`src/rtl/cm_sysctrl_pkg.sv`:
```
package cm_sysctrl_pkg;

  localparam logic [31:0] ID_WORD     = 32'h411A_3001;
  localparam logic [31:0] STAT_WORD   = 32'h0010_0000;
  localparam logic [15:0] UNLOCK_KEY  = 16'hA05F;
  localparam logic [31:0] OSC_RST     = 32'h0100_0048;
  localparam logic [31:0] AUX_RST     = 32'h0007_FEFF;
  localparam logic [31:0] INIT_RST    = 32'h0000_0112;
  localparam logic [31:0] SDRAM_BASE  = 32'h0001_1122;

  // word indices in the low region (byte offset >> 2)
  localparam logic [5:0] W_ID        = 6'd0;
  localparam logic [5:0] W_OSC       = 6'd2;
  localparam logic [5:0] W_CTRL      = 6'd3;
  localparam logic [5:0] W_STAT      = 6'd4;
  localparam logic [5:0] W_LOCK      = 6'd5;
  localparam logic [5:0] W_AUX       = 6'd7;
  localparam logic [5:0] W_SDRAM     = 6'd8;
  localparam logic [5:0] W_INIT      = 6'd9;
  localparam logic [5:0] W_REFCNT    = 6'd10;
  localparam logic [5:0] W_FLAG_BASE = 6'd12;  // set at base, clear at base+1

  localparam int CTRL_LED   = 0;
  localparam int CTRL_REMAP = 2;
  localparam int CTRL_RESET = 3;

  function automatic logic [7:0] size_code(int mem_mb);
    if (mem_mb >= 256)      return 8'h10;
    else if (mem_mb >= 128) return 8'h0C;
    else if (mem_mb >= 64)  return 8'h08;
    else if (mem_mb >= 32)  return 8'h04;
    else                    return 8'h00;
  endfunction

  function automatic logic [7:0] spd_density(int mem_mb);
    if (mem_mb >= 256)      return 8'd64;
    else if (mem_mb >= 128) return 8'd32;
    else if (mem_mb >= 64)  return 8'd16;
    else if (mem_mb >= 32)  return 8'd4;
    else                    return 8'd2;
  endfunction

  function automatic logic [7:0] spd_byte(int idx, int mem_mb);
    case (idx)
      0:  return 8'd128;
      1:  return 8'd8;
      2:  return 8'd4;
      3:  return 8'd11;
      4:  return 8'd9;
      5:  return 8'd1;
      6:  return 8'd64;
      8:  return 8'd2;
      9:  return 8'hA0;
      10: return 8'hA0;
      13: return 8'd8;
      15: return 8'd1;
      16: return 8'h0E;
      17: return 8'd4;
      18: return 8'h1C;
      19: return 8'd1;
      20: return 8'd2;
      21: return 8'h20;
      22: return 8'hC0;
      27: return 8'h30;
      28: return 8'h28;
      29: return 8'h30;
      30: return 8'h28;
      31: return spd_density(mem_mb);
      default: return 8'h00;
    endcase
  endfunction

endpackage

```
`src/rtl/cm_lock_gate.sv`:
```
module cm_lock_gate #(
  parameter int               KEY_W = 16,
  parameter logic [KEY_W-1:0] KEY   = '0
) (
  input  logic             clk_i,
  input  logic             rst_ni,
  input  logic             wr_i,
  input  logic [KEY_W-1:0] key_i,
  output logic [KEY_W-1:0] key_o,
  output logic             open_o
);
  logic [KEY_W-1:0] key_q;

  always_ff @(posedge clk_i or negedge rst_ni) begin
    if (!rst_ni)   key_q <= '0;
    else if (wr_i) key_q <= key_i;
  end

  assign key_o  = key_q;
  assign open_o = (key_q == KEY);
endmodule

```
`src/rtl/cm_setclr_reg.sv`:
```
module cm_setclr_reg #(
  parameter int W = 32
) (
  input  logic         clk_i,
  input  logic         rst_ni,
  input  logic         set_i,
  input  logic         clr_i,
  input  logic [W-1:0] val_i,
  output logic [W-1:0] q_o
);
  logic [W-1:0] q;

  always_ff @(posedge clk_i or negedge rst_ni) begin
    if (!rst_ni)     q <= '0;
    else if (set_i)  q <= q | val_i;
    else if (clr_i)  q <= q & ~val_i;
  end

  assign q_o = q;
endmodule

```
`src/rtl/cm_refcnt.sv`:
```
module cm_refcnt #(
  parameter int W = 32
) (
  input  logic         clk_i,
  input  logic         rst_ni,
  input  logic         tick_i,
  output logic [W-1:0] cnt_o
);
  logic [W-1:0] cnt_q;

  always_ff @(posedge clk_i or negedge rst_ni) begin
    if (!rst_ni)     cnt_q <= '0;
    else if (tick_i) cnt_q <= cnt_q + 1'b1;
  end

  assign cnt_o = cnt_q;
endmodule

```
`src/rtl/cm_spd_window.sv`:
```
module cm_spd_window
  import cm_sysctrl_pkg::*;
#(
  parameter int IDX_W  = 5,
  parameter int MEM_MB = 128
) (
  input  logic [IDX_W-1:0] idx_i,
  output logic [7:0]       byte_o
);
  always_comb byte_o = spd_byte(int'(idx_i), MEM_MB);
endmodule

```
`src/rtl/cm_sysctrl.sv`:
```
module cm_sysctrl
  import cm_sysctrl_pkg::*;
#(
  parameter int MEM_MB = 128,
  parameter int ADDR_W = 9,
  parameter int DATA_W = 32,
  parameter int CNT_W  = 32
) (
  input  logic              clk_i,
  input  logic              rst_ni,
  input  logic              we_i,
  input  logic [ADDR_W-1:0] addr_i,
  input  logic [DATA_W-1:0] wdata_i,
  output logic [DATA_W-1:0] rdata_o,
  input  logic              tick_i,
  output logic              sys_rst_req_o,
  output logic              remap_o,
  output logic              led_o
);
  localparam int WORD_W   = ADDR_W - 3;
  localparam int WIN_IDX  = ADDR_W - 4;
  localparam int KEY_W    = 16;
  localparam int NUM_FLAG = 2;
  localparam logic [DATA_W-1:0] SDRAM_RST = DATA_W'(SDRAM_BASE | {24'h0, size_code(MEM_MB)});

  logic              win_sel, win_hi, wr_lo;
  logic [WORD_W-1:0] word;
  logic [WIN_IDX-1:0] win_idx;
  logic              unused_addr;

  assign win_sel     = addr_i[ADDR_W-1];
  assign win_hi      = addr_i[ADDR_W-2];
  assign word        = addr_i[ADDR_W-2:2];
  assign win_idx     = addr_i[ADDR_W-3:2];
  assign wr_lo       = we_i & ~win_sel;
  assign unused_addr = ^addr_i[1:0];

  // key register and unlock detect
  logic [KEY_W-1:0] lock_key_w;
  logic             lock_open_w;

  cm_lock_gate #(.KEY_W(KEY_W), .KEY(UNLOCK_KEY)) u_lock (
    .clk_i  (clk_i),
    .rst_ni (rst_ni),
    .wr_i   (wr_lo && word == W_LOCK),
    .key_i  (wdata_i[KEY_W-1:0]),
    .key_o  (lock_key_w),
    .open_o (lock_open_w)
  );

  // plain and key-guarded registers
  logic [DATA_W-1:0] osc_q, aux_q, sdram_q, init_q;
  logic              led_q, remap_q, rst_req_q;

  always_ff @(posedge clk_i or negedge rst_ni) begin
    if (!rst_ni) begin
      osc_q     <= DATA_W'(OSC_RST);
      aux_q     <= DATA_W'(AUX_RST);
      sdram_q   <= SDRAM_RST;
      init_q    <= DATA_W'(INIT_RST);
      led_q     <= 1'b0;
      remap_q   <= 1'b0;
      rst_req_q <= 1'b0;
    end else begin
      rst_req_q <= wr_lo && (word == W_CTRL) && wdata_i[CTRL_RESET];
      if (wr_lo) begin
        case (word)
          W_OSC:   if (lock_open_w) osc_q <= wdata_i;
          W_AUX:   if (lock_open_w) aux_q <= wdata_i;
          W_SDRAM: sdram_q <= wdata_i;
          W_INIT:  init_q  <= wdata_i;
          W_CTRL: begin
            led_q   <= wdata_i[CTRL_LED];
            remap_q <= wdata_i[CTRL_REMAP];
          end
          default: ;
        endcase
      end
    end
  end

  // set/clear flag pairs
  logic [DATA_W-1:0] flag_q [NUM_FLAG];

  for (genvar g = 0; g < NUM_FLAG; g++) begin : g_flag
    localparam logic [WORD_W-1:0] SET_WORD = WORD_W'(int'(W_FLAG_BASE) + 2*g);
    localparam logic [WORD_W-1:0] CLR_WORD = WORD_W'(int'(W_FLAG_BASE) + 2*g + 1);
    cm_setclr_reg #(.W(DATA_W)) u_flag (
      .clk_i  (clk_i),
      .rst_ni (rst_ni),
      .set_i  (wr_lo && word == SET_WORD),
      .clr_i  (wr_lo && word == CLR_WORD),
      .val_i  (wdata_i),
      .q_o    (flag_q[g])
    );
  end

  // reference counter
  logic [CNT_W-1:0] refcnt_w;

  cm_refcnt #(.W(CNT_W)) u_refcnt (
    .clk_i  (clk_i),
    .rst_ni (rst_ni),
    .tick_i (tick_i),
    .cnt_o  (refcnt_w)
  );

  // presence-detect window
  logic [7:0] spd_w;

  cm_spd_window #(.IDX_W(WIN_IDX), .MEM_MB(MEM_MB)) u_spd (
    .idx_i  (win_idx),
    .byte_o (spd_w)
  );

  // read mux
  always_comb begin
    rdata_o = '0;
    if (win_sel) begin
      if (!win_hi) rdata_o = DATA_W'(spd_w);
    end else begin
      case (word)
        W_ID:     rdata_o = DATA_W'(ID_WORD);
        W_STAT:   rdata_o = DATA_W'(STAT_WORD);
        W_OSC:    rdata_o = osc_q;
        W_AUX:    rdata_o = aux_q;
        W_SDRAM:  rdata_o = sdram_q;
        W_INIT:   rdata_o = init_q;
        W_CTRL:   rdata_o = DATA_W'({remap_q, 1'b0, led_q});
        W_LOCK:   rdata_o = DATA_W'({lock_open_w, lock_key_w});
        W_REFCNT: rdata_o = DATA_W'(refcnt_w);
        W_FLAG_BASE:                rdata_o = flag_q[0];
        WORD_W'(W_FLAG_BASE + 6'd2): rdata_o = flag_q[1];
        default:  rdata_o = '0;
      endcase
    end
  end

  assign sys_rst_req_o = rst_req_q;
  assign remap_o       = remap_q;
  assign led_o         = led_q;
endmodule

```
`config.mk`:
```
export PLATFORM = sky130hd
export DESIGN_NAME = cm_sysctrl
export DESIGN_NICKNAME = d
export VERILOG_FILES = /design/src/rtl/cm_sysctrl_pkg.sv /design/src/rtl/cm_lock_gate.sv /design/src/rtl/cm_setclr_reg.sv /design/src/rtl/cm_refcnt.sv /design/src/rtl/cm_spd_window.sv /design/src/rtl/cm_sysctrl.sv
export SDC_FILE = /design/constraint.sdc
export NUM_CORES = 1
export LEC_CHECK = 0
export BUFFER_PORTS_ARGS = -buffer_cell sky130_fd_sc_hd__buf_4
export CORE_MARGIN = 4
export CORE_UTILIZATION = 30
export DETAILED_ROUTE_END_ITERATION = 7
export PLACE_DENSITY_LB_ADDON = 0.12
export SYNTH_ARGS = -nofsm -noshare
export SYNTH_HDL_FRONTEND = slang
export SYNTH_SLANG_ARGS = --single-unit
export TNS_END_PERCENT = 30
```
`constraint.sdc`:
```
create_clock -name clk_i -period 2.59 [get_ports clk_i]
set_input_delay 0.259 -clock clk_i [delete_from_list [all_inputs] [get_ports clk_i]]
set_output_delay 0.259 -clock clk_i [all_outputs]
set_load 0.1 [all_outputs]
```
==> impl_metrics.ini <==
[status]
outcome = finished clean

[logic_synthesis]
synth_compound_gate_area_share_pct = 15.6
synth_top_family_by_area = compound AO/OA/AOI/OAI gates
synth_cells = 956
seq_area_frac_synth_pct = 52.9
post_synthesis_net_count = 1002
synth-adder-area-share_pct = 0.108
dominantRegCellSynth = sky130_fd_sc_hd__dfrtp_1
synth_edf_count = 0
synth_area_per_cell_um2 = 12.1
synth.mux.area_fraction_pct = 14.5
synth_simple_gate_area_share_pct = 10.4
netlist_area_um2 = 11600
ys_async_sr_fraction_pct = 100
synthXorXnorAreaFrac_pct = 2.42
synth.most_common_cell = sky130_fd_sc_hd__dfrtp_1
netlist.top_cell.by_area = sky130_fd_sc_hd__dfrtp_1
synth-seq-cells = 243
netlist_top_cells_count = sky130_fd_sc_hd__dfrtp_1 (212), sky130_fd_sc_hd__mux2_2 (108), sky130_fd_sc_hd__nand2_1 (88), sky130_fd_sc_hd__a22o_1 (72), sky130_fd_sc_hd__a22oi_1 (70)
netlist-cell-type-count = 62
yosys.area.top_type_share_pct = 45.9
yosys_warnings = 0
ranking_of_synthesized_cells_by_area = sky130_fd_sc_hd__dfrtp_1 (46%), sky130_fd_sc_hd__mux2_2 (11%), sky130_fd_sc_hd__dfstp_2 (7.0%), sky130_fd_sc_hd__a22o_1 (5.5%), sky130_fd_sc_hd__a22oi_1 (4.5%)

[critical_path]
worst-r2r-setup-slack_ns = 0.36
worst_setup_path_startpoint = addr_i[5]
crit_arrival_ns = 2.28
setup.worst_path.end_class = primary output
worst-endpoint-required_ns = 2.33
worst_setup_path_start_kind = input pin
type_of_the_setup_path_with_the_least_slack = input pin to primary output
path_max_fanout = 12
worst_r2r_src = u_lock.key_o[9]

[timing]
setup-violations-final = 0
fin_crit_ns = 2.54
finalClockSkew_ns = 0.00819
post-route-period-util_pct = 97.9
clock.fmax_ghz = 0.394
finalMaxSlewViolations = 0
finalHoldViolations = 0
slew-limit-headroom_pct = 61.8
worst_pin_slew_ns = 0.572

[grt]
first_global_vias = 8766
first_pass_grt_wire_length_mm = 56.9
track_usage_pct = 17.6
globalRouteOverflowTotal = 0
antenna_found_initial = 0
grt_max_degree = 68

[clocking]
tritoncts = built
cts_made_buffers = 29
cts_max_path_buffers = 3
clk_latency_ns = 0.53
clk_pin_slew_ns = 0.06
numClockSinks = 243
htree_levels = 1
clockRootBuffer = sky130_fd_sc_hd__clkbuf_16

[hold_path]
hp-start = wdata_i[12]
holdCritPathClass = input pin to flip-flop

[power_and_ir_drop]
p_per_area_nw_per_um2 = 632
power.ir.vdd_worst_mv = 0.324
total_power_w = 0.00928
leakage_nw = 6.47

[cells_and_area]
layout.cells.non_filler = 1609
design.final.nets = 1122
insertedDiodeCount = 0
post_route_cells_drive_above_1_share_pct = 36.7
syn2layout_area_growth_pct = 27.0

[detailed_routing]
first_pass_iters = 7
routed_wire_length_mm = 37.1
route.vias.total = 8433
drc_errors = 0
ant_nets = 0
routed_wire_length_per_instance_um = 23.1
initialDrtViolationCount = 532
via_per_inst = 5.24

[place]
port_buffers = 77
number_of_placed_instances_with_taps_included = 1538
placer_congestion = 0.798
dp.final_hpwl_mm = 24.1

[job]
cap_violations = 0

[floorplan]
die_w_um = 204
io-pin-count = 80
die_h_um = 204
design.core.area_um2 = 37800
floorplan.initialDensity_pct = 30.6
floorplan.rows = 71
design.die.area_um2 = 41800
## worst paths after layout
| kind | end | depth (start not counted) |
|---|---|---|
| min | osc_q[12] | 2 |
| min in group asynchronous | init_q[18] | 2 |
| max in group asynchronous | aux_q[27] | 3 |
| max | rdata_o[19] | 9 |
| min reg2reg | osc_q[31] | 1 |
| max reg2reg | aux_q[22] | 6 |
## layer usage
metal	vias up	GRT usage [%]	share of wire [%]
met5	-	0	0
met4	0	2.94	1.5
met3	38	1.84	3.1
met2	161	29.1	48
met1	4387	25.4	48
li1	3847	-	-
## cell type report
| class | instances | area [um^2] |
|---|---|---|
| Timing Repair Buffer | 170 | 1600 |
| Clock buffer | 45 | 896 |
| Fill cell | 3716 | 23200 |
| Clock inverter | 8 | 119 |
| Sequential cell | 243 | 6120 |
| Inverter | 6 | 22.5 |
| Multi-Input combinational cell | 626 | 5280 |
| Tap cell | 511 | 639 |
## layout by cell type (no fill, tap or decap), types with 6 or more instances in the layout
cell / netlist / routed
sky130_fd_sc_hd__nor3_1: 8 / 7
sky130_fd_sc_hd__dfstp_2: 31 / 31
sky130_fd_sc_hd__a222oi_1: 13 / 13
sky130_fd_sc_hd__xor2_1: 13 / 13
sky130_fd_sc_hd__inv_1: 6 / 6
sky130_fd_sc_hd__a22o_1: 72 / 72
sky130_fd_sc_hd__nand2_1: 88 / 87
sky130_fd_sc_hd__nand3_1: 15 / 13
sky130_fd_sc_hd__and3_1: 29 / 29
sky130_fd_sc_hd__buf_12: 0 / 21
sky130_fd_sc_hd__nand4_1: 9 / 9
sky130_fd_sc_hd__xnor2_1: 19 / 19
sky130_fd_sc_hd__a22oi_1: 70 / 70
sky130_fd_sc_hd__dfrtp_1: 212 / 212
sky130_fd_sc_hd__a21oi_1: 12 / 11
sky130_fd_sc_hd__nor2b_1: 6 / 6
sky130_fd_sc_hd__o21ai_0: 7 / 7
sky130_fd_sc_hd__nor2_1: 17 / 14
sky130_fd_sc_hd__a31oi_2: 0 / 12
sky130_fd_sc_hd__a41oi_2: 0 / 6
sky130_fd_sc_hd__mux2_2: 108 / 108
sky130_fd_sc_hd__dlygate4sd3_1: 0 / 17
sky130_fd_sc_hd__clkbuf_16: 0 / 29
sky130_fd_sc_hd__clkbuf_8: 0 / 11
sky130_fd_sc_hd__mux2_1: 40 / 40
sky130_fd_sc_hd__buf_4: 7 / 127
## metrics by stage
step / cell area (um^2) / hold slack, ns / setup TNS [ns] / utilization [%] / setup WS [ns]
floorplan: 11900 / -0.0366 / -3.80 / - / -0.414
CTS: 14700 / 0.000590 / -0.00757 / 38.7 / -0.00757
global placement: 13500 / 0.271 / 0 / 35.6 / 0.00741
finish: 14700 / 0.0197 / 0 / 38.8 / 0.0539
global route: 14700 / 0.0137 / -0.00135 / 38.8 / -0.00135
detailed placement: 13500 / 0.267 / 0 / 35.6 / 0.0205
## critical path, stage by stage
cell and delay [ns]:
sky130_fd_sc_hd__buf_4 0.18, sky130_fd_sc_hd__or4b_4 0.55, sky130_fd_sc_hd__nor3_4 0.21, sky130_fd_sc_hd__buf_12 0.17
sky130_fd_sc_hd__buf_12 0.15, sky130_fd_sc_hd__a22o_1 0.15, sky130_fd_sc_hd__a211oi_1 0.05, sky130_fd_sc_hd__a31oi_2 0.22
sky130_fd_sc_hd__buf_4 0.33
## power breakdown
group / switching (W) / leakage (nW) / internal [W] / total (W)
Combinational: 0.000429 / 2.75 / 0.000350 / 0.000778
Clock: 0.00162 / 0.505 / 0.00266 / 0.00427
Sequential: 0.000179 / 3.22 / 0.00405 / 0.00423
Total: 0.00222 / 6.47 / 0.00706 / 0.00928
## kinds of logic (layout without fill, tap and decap cells)
kind of cell / Yosys count / count (layout)
and+or+nand+nor: 215 / 215
DFF: 243 / 243
adders and majority gates: 1 / 1
AOI/OAI and AO/OA: 229 / 229
xor gates and xnor gates: 32 / 32
muxes: 149 / 149
buffers and inverters: 87 / 229
## repair_timing
| item | in CTS | in global routing |
|---|---|---|
| hold endpoints to repair | 90 | 0 |
| resized for setup | 5 | 6 |
| endpoints found under the setup margin | 2 | 15 |
| setup buffers | 0 | 1 |
| pin swaps | 0 | 2 |
| hold buffers | 17 | 0 |
Note: power is estimated with default switching activity, not from simulation.
